<file path="config.mk">
export PLATFORM = sky130hd
export DESIGN_NAME = thresh_cal_seq
export DESIGN_NICKNAME = d
export VERILOG_FILES = /design/src/rtl/tcs_pkg.sv /design/src/rtl/cmp_sync.sv /design/src/rtl/spi_frame_tx.sv /design/src/rtl/thresh_cal_seq.sv
export SDC_FILE = /design/constraint.sdc
export NUM_CORES = 1
export LEC_CHECK = 0
export BUFFER_PORTS_ARGS = -buffer_cell sky130_fd_sc_hd__buf_2
export CAP_MARGIN = 10
export CORE_MARGIN = 10
export CORE_UTILIZATION = 55
export DETAILED_ROUTE_END_ITERATION = 6
export PLACE_DENSITY = 0.76
export SLEW_MARGIN = 5
export SYNTH_ARGS = -nofsm -noshare
export SYNTH_HDL_FRONTEND = slang
export SYNTH_HIERARCHICAL = 1
export SYNTH_SLANG_ARGS = --single-unit
</file>
<file path="constraint.sdc">
create_clock -name clk -period 2.6 [get_ports clk]
set_input_delay 0.39 -clock clk [delete_from_list [all_inputs] [get_ports clk]]
set_output_delay 0.39 -clock clk [all_outputs]
set_load 0.05 [all_outputs]
</file>
<file path="src/rtl/tcs_pkg.sv">
package tcs_pkg;
  localparam int FRAME_W      = 16;
  localparam int CODE_FIELD_W = 12;

  typedef enum logic [2:0] {
    SQ_IDLE,
    SQ_REQ,
    SQ_WRITE,
    SQ_SETTLE,
    SQ_FINAL
  } seq_st_t;

  typedef enum logic [1:0] {
    TX_IDLE,
    TX_LOW,
    TX_HIGH,
    TX_TAIL
  } tx_st_t;

  // channel bit, control pair "load input and update all", code field, sub bit
  function automatic logic [FRAME_W-1:0] make_frame(input logic chan,
                                                    input logic [CODE_FIELD_W-1:0] code);
    return {chan, 2'b10, code, 1'b0};
  endfunction
endpackage

</file>
<file path="src/rtl/cmp_sync.sv">
module cmp_sync #(
  parameter int STAGES = 2
) (
  input  logic clk,
  input  logic rst_n,
  input  logic async_in,
  output logic sync_out
);
  logic [STAGES-1:0] chain;

  generate
    for (genvar i = 0; i < STAGES; i++) begin : g_stage
      always_ff @(posedge clk) begin
        if (!rst_n) chain[i] <= 1'b0;
        else if (i == 0) chain[i] <= async_in;
        else chain[i] <= chain[(i == 0) ? 0 : i-1];
      end
    end
  endgenerate

  assign sync_out = chain[STAGES-1];
endmodule

</file>
<file path="src/rtl/spi_frame_tx.sv">
module spi_frame_tx
  import tcs_pkg::*;
#(
  parameter int SCLK_DIV = 13
) (
  input  logic               clk,
  input  logic               rst_n,
  input  logic               go,
  input  logic [FRAME_W-1:0] word,
  output logic               cs_n,
  output logic               sclk,
  output logic               din,
  output logic               done
);
  localparam int CNT_W = (SCLK_DIV > 1) ? $clog2(SCLK_DIV) : 1;
  localparam int BIT_W = $clog2(FRAME_W);
  localparam logic [CNT_W-1:0] CNT_LAST = CNT_W'(SCLK_DIV - 1);
  localparam logic [BIT_W-1:0] BIT_LAST = BIT_W'(FRAME_W - 1);

  tx_st_t             st;
  logic [CNT_W-1:0]   cnt;
  logic [BIT_W-1:0]   bits;
  logic [FRAME_W-1:0] sh;

  assign din = sh[FRAME_W-1];

  always_ff @(posedge clk) begin
    if (!rst_n) begin
      st   <= TX_IDLE;
      cnt  <= '0;
      bits <= '0;
      sh   <= '0;
      cs_n <= 1'b1;
      sclk <= 1'b0;
      done <= 1'b0;
    end else begin
      done <= 1'b0;
      case (st)
        TX_IDLE: if (go) begin
          sh   <= word;
          cs_n <= 1'b0;
          cnt  <= '0;
          bits <= '0;
          st   <= TX_LOW;
        end
        TX_LOW: begin
          if (cnt == CNT_LAST) begin
            cnt  <= '0;
            sclk <= 1'b1;
            st   <= TX_HIGH;
          end else cnt <= cnt + 1'b1;
        end
        TX_HIGH: begin
          if (cnt == CNT_LAST) begin
            cnt  <= '0;
            sclk <= 1'b0;
            if (bits == BIT_LAST) st <= TX_TAIL;
            else begin
              bits <= bits + 1'b1;
              sh   <= {sh[FRAME_W-2:0], 1'b0};
              st   <= TX_LOW;
            end
          end else cnt <= cnt + 1'b1;
        end
        default: begin
          if (cnt == CNT_LAST) begin
            cnt  <= '0;
            cs_n <= 1'b1;
            done <= 1'b1;
            st   <= TX_IDLE;
          end else cnt <= cnt + 1'b1;
        end
      endcase
    end
  end
endmodule

</file>
<file path="src/rtl/thresh_cal_seq.sv">
module thresh_cal_seq
  import tcs_pkg::*;
#(
  parameter int DAC_W    = 12,
  parameter int SCLK_DIV = 13,
  parameter int SETTLE_W = 16,
  parameter bit CHAN     = 1'b0
) (
  input  logic                clk,
  input  logic                rst_n,
  input  logic                start_valid,
  output logic                start_ready,
  output logic                phase_req,
  output logic                phase_dark,
  input  logic                phase_ack,
  input  logic [SETTLE_W-1:0] settle_cycles,
  input  logic                cmp_in,
  output logic                spi_cs_n,
  output logic                spi_sclk,
  output logic                spi_din,
  output logic [DAC_W-1:0]    bright_code,
  output logic [DAC_W-1:0]    dark_code,
  output logic [DAC_W-1:0]    final_code,
  output logic                cal_done,
  output logic                cal_err
);
  localparam logic [DAC_W-1:0] CODE_MAX = '1;

  seq_st_t            st;
  logic               pass_dark;
  logic [DAC_W-1:0]   code;
  logic [SETTLE_W-1:0] settle_cnt;
  logic               tx_go;
  logic               tx_done;
  logic               cmp_s;
  logic [DAC_W:0]     pair_sum;
  logic [DAC_W-1:0]   mid_code;
  logic [FRAME_W-1:0] tx_word;

  assign pair_sum = {1'b0, bright_code} + {1'b0, dark_code};
  assign mid_code = pair_sum[DAC_W:1];
  assign tx_word  = make_frame(CHAN, CODE_FIELD_W'((st == SQ_FINAL) ? mid_code : code));

  assign start_ready = (st == SQ_IDLE);
  assign phase_req   = (st == SQ_REQ);
  assign phase_dark  = pass_dark;

  cmp_sync #(.STAGES(2)) u_sync (
    .clk      (clk),
    .rst_n    (rst_n),
    .async_in (cmp_in),
    .sync_out (cmp_s)
  );

  spi_frame_tx #(.SCLK_DIV(SCLK_DIV)) u_tx (
    .clk   (clk),
    .rst_n (rst_n),
    .go    (tx_go),
    .word  (tx_word),
    .cs_n  (spi_cs_n),
    .sclk  (spi_sclk),
    .din   (spi_din),
    .done  (tx_done)
  );

  always_ff @(posedge clk) begin
    if (!rst_n) begin
      st          <= SQ_IDLE;
      pass_dark   <= 1'b0;
      code        <= '0;
      settle_cnt  <= '0;
      tx_go       <= 1'b0;
      bright_code <= '0;
      dark_code   <= '0;
      final_code  <= '0;
      cal_done    <= 1'b0;
      cal_err     <= 1'b0;
    end else begin
      tx_go <= 1'b0;
      case (st)
        SQ_IDLE: if (start_valid) begin
          pass_dark <= 1'b0;
          cal_done  <= 1'b0;
          cal_err   <= 1'b0;
          st        <= SQ_REQ;
        end
        SQ_REQ: if (phase_ack) begin
          code  <= '0;
          tx_go <= 1'b1;
          st    <= SQ_WRITE;
        end
        SQ_WRITE: if (tx_done) begin
          settle_cnt <= '0;
          st         <= SQ_SETTLE;
        end
        SQ_SETTLE: begin
          if (settle_cnt == settle_cycles) begin
            if (cmp_s) begin
              if (!pass_dark) begin
                bright_code <= code;
                pass_dark   <= 1'b1;
                st          <= SQ_REQ;
              end else begin
                dark_code <= code;
                tx_go     <= 1'b1;
                st        <= SQ_FINAL;
              end
            end else if (code == CODE_MAX) begin
              cal_err <= 1'b1;
              st      <= SQ_IDLE;
            end else begin
              code  <= code + 1'b1;
              tx_go <= 1'b1;
              st    <= SQ_WRITE;
            end
          end else settle_cnt <= settle_cnt + 1'b1;
        end
        default: if (tx_done) begin
          final_code <= mid_code;
          cal_done   <= 1'b1;
          st         <= SQ_IDLE;
        end
      endcase
    end
  end
endmodule

</file>
==> impl_metrics.json <==
{
  "cts_made_buffers": 9,
  "track_usage": 0.204,
  "die-area_sq_um": 15000,
  "hold_viol": 0,
  "min_period_ns": 2.46,
  "critPathCaptureType": "flop",
  "grt_max_degree": 36,
  "path_cells": "and2_1 > fa_1 > a21o_1 > nand4_1 > nand4_1 > and3_1 > o31ai_1 > mux2i_1 > a211oi_2",
  "fp.dieW_um": 122,
  "nFillCells": 913,
  "nets": 777,
  "cts_max_path_buffers": 2,
  "num_vias": 5343,
  "core_area_sq_um": 10300,
  "tns_ns": 0,
  "cp_slowest_cell": "fa_1",
  "cts_tree": "built",
  "cp_max_fo": 5,
  "cts_resized": 0,
  "synth-compound-area-share": 0.189,
  "status": "complete, no violations",
  "cp.required_ns": 2.90,
  "syn_inst": 683,
  "synthSimpleGateAreaFrac": 0.243,
  "synth_edf_count": 0,
  "portBuffers": 64,
  "drive_gt1_frac": 0.155,
  "io_pins": 65,
  "via_per_inst": 6.10,
  "clock-root-buffer": "clkbuf_8",
  "gr-usage-met2": 0.337,
  "synth.avg_cell_area_sq_um": 8.44,
  "grt_pass1_wl_um": 25100,
  "leakagePower_nw": 2.43,
  "chipHeight_um": 122,
  "firstDrtPassIters": 5,
  "period_share": 0.944,
  "synth_xor_area_frac": 0.0350,
  "maxSlewViolCount": 0,
  "ir_drop_mv": 0.264,
  "setup_slack_ns": 0.144,
  "skew_ns": 0.0121,
  "clock_latency_ns": 0.38,
  "ys.flop_type": "dfxtp_1",
  "dp_hpwl_um": 11300,
  "synth_top_cells_by_count": "dfxtp_1, nand2_1, mux2i_1, nor2_1, a21oi_1",
  "synth_mux_area_frac": 0.0801,
  "synth_cell_type_count": 68,
  "netlist_area_sq_um": 5760,
  "setup_violations": 0,
  "critPathKind": "flop to flop",
  "cpPeakStageDelay_ns": 0.41,
  "antenna_found_initial": 0,
  "antenna_left": 0,
  "diodes": 0,
  "drc": 0,
  "worst-endpoint-arrival_ns": 2.76,
  "p_per_area_nw_per_um2": 536,
  "ys_seq_elements": 102,
  "area_growth_pct": 10.6,
  "clkSinkCount": 102,
  "drt_iter0_markers": 512,
  "drv_cap": 0,
  "cts_setup_buffers": 0,
  "rows": 37,
  "routedWlPerCell_um": 17.5,
  "yosysWarnings": 6,
  "yosysTopAreaCellShare": 0.354,
  "gp_congestion": 0.919,
  "start_kind": "flop",
  "min_path_type": "input port to flop",
  "finalWirelength_um": 15400,
  "use_met1": 0.256,
  "start_util": 0.561,
  "rsz0062_at_grt": "false",
  "first_global_vias": 5181,
  "grt_overflow": 0,
  "clkTransAtPathRegs_ns": 0.10,
  "yosys.area.top_type": "dfxtp_1",
  "synth_top_family_by_area": "simple AND/OR/NAND/NOR gates",
  "cp_common_cell": "nand4_1",
  "postCtsHoldBufs": 0,
  "cts_htree_levels": 3,
  "ys_seq_area_frac": 0.354,
  "yosysMostFrequentCell": "dfxtp_1",
  "tightestPinTransition_ns": 0.831,
  "synth_area_leaders": "dfxtp_1, mux2i_1, nand2_1",
  "grt_util_met3": 0.0326,
  "dpl_worst_slack_ns": 0.192,
  "hold_ws_ns": 0.210,
  "slew_headroom": 0.441,
  "clock.fmax_mhz": 407,
  "grt_most_used_layer": "met2",
  "synthAdderAreaFrac": 0.0469,
  "synth-async-reset-ratio": 0
}
logic make-up (layout without fill, tap and decap cells):
logic type,Yosys count,count (layout)
adder cells (fa/ha/maj),21,21
flip-flops,102,102
AND/OR/NAND/NOR,272,272
multiplexers,46,46
AO/OA/AOI/OAI,153,153
buffers and inverters,64,119
XOR/XNOR,23,23
other,2,4
per-layer routing:
metal | wire [um] | up-vias
met5 | 0 | -
met4 | 431 | 0
met3 | 813 | 44
met2 | 7420 | 199
met1 | 6700 | 2518
li1 | - | 2582
cell usage in the layout (no fill, tap or decap), types with 4 or more instances in the layout:
cell / count
dfxtp_1: 102
nand2_1: 98
buf_2: 64
mux2i_1: 45
nor2_1: 41
a21oi_1: 34
nand3_1: 26
inv_1: 24
o21ai_0: 24
nand4_1: 21
ha_1: 20
buf_4: 15
xor2_1: 12
xnor2_1: 11
and2_1: 11
clkbuf_8: 11
or3_1: 10
nor3_1: 10
a211oi_1: 10
a211oi_2: 10
and3_1: 9
o31ai_1: 9
o21ai_1: 8
and4_1: 8
nand2b_1: 7
or4_1: 7
a21o_1: 7
o21a_1: 5
nand3b_1: 5
o211ai_1: 5
a31oi_1: 5
o221ai_1: 4
conb_1: 4
cell type report:
cell class                 count  area [sq um]  area share
clock buffer                  12           155      0.0243
clock inverter                 4          45.0     0.00706
inverter                      24          90.1      0.0141
multi-input combinational    519          3440       0.540
sequential                   102          2040       0.320
tap                          136           170      0.0267
timing repair buffer          79           433      0.0679
worst paths after layout:
path                                    start                          to  slack, ns  cells after the start
hold / removal                         cmp_in  u_sync/chain[0]$_SDFF_PN0_       0.21                      2
setup reg to reg  bright_code[0]$_SDFFE_PN0P_    u_tx/sh[10]$_SDFFE_PN0P_       0.14                      9
setup / recovery  bright_code[0]$_SDFFE_PN0P_    u_tx/sh[10]$_SDFFE_PN0P_       0.14                      9
hold reg to reg    final_code[5]$_SDFFE_PN0P_  final_code[5]$_SDFFE_PN0P_       0.46                      2
critical path: cells and delay by family (launching register included):
kind	cells	cell delay, ns
AOI/OAI and AO/OA	3	0.62
adders and majority gates	1	0.41
DFF	1	0.36
muxes	1	0.13
and+or+nand+nor	4	0.87
where the power goes:
| part | internal (mW) | switching (mW) | leakage [nW] |
|---|---|---|---|
| Combinational | 0.226 | 0.425 | 1.50 |
| Clock | 0.494 | 0.560 | 0.106 |
| Sequential | 1.65 | 0.0678 | 0.824 |
metrics by stage:
step / instance area (sq um) / power (mW) / cells / util
finish: 6380 / 3.42 / 876 / 0.620
floorplan: 5770 / 2.25 / 685 / -
detailed placement: 6180 / 2.39 / 860 / 0.601
global placement: 6180 / 2.37 / 860 / 0.601
global route: 6380 / 3.57 / 876 / 0.620
CTS: 6380 / 3.42 / 876 / 0.620
sequential cells by signal, summed over array words and instances, names as in the netlist, 4 cells and up:
signal       count
bright_code     12
u_tx/bits        4
code            12
final_code      12
dark_code       12
settle_cnt      16
u_tx/sh         16
u_tx/cnt         4
Power figures use the tool's default switching activity.
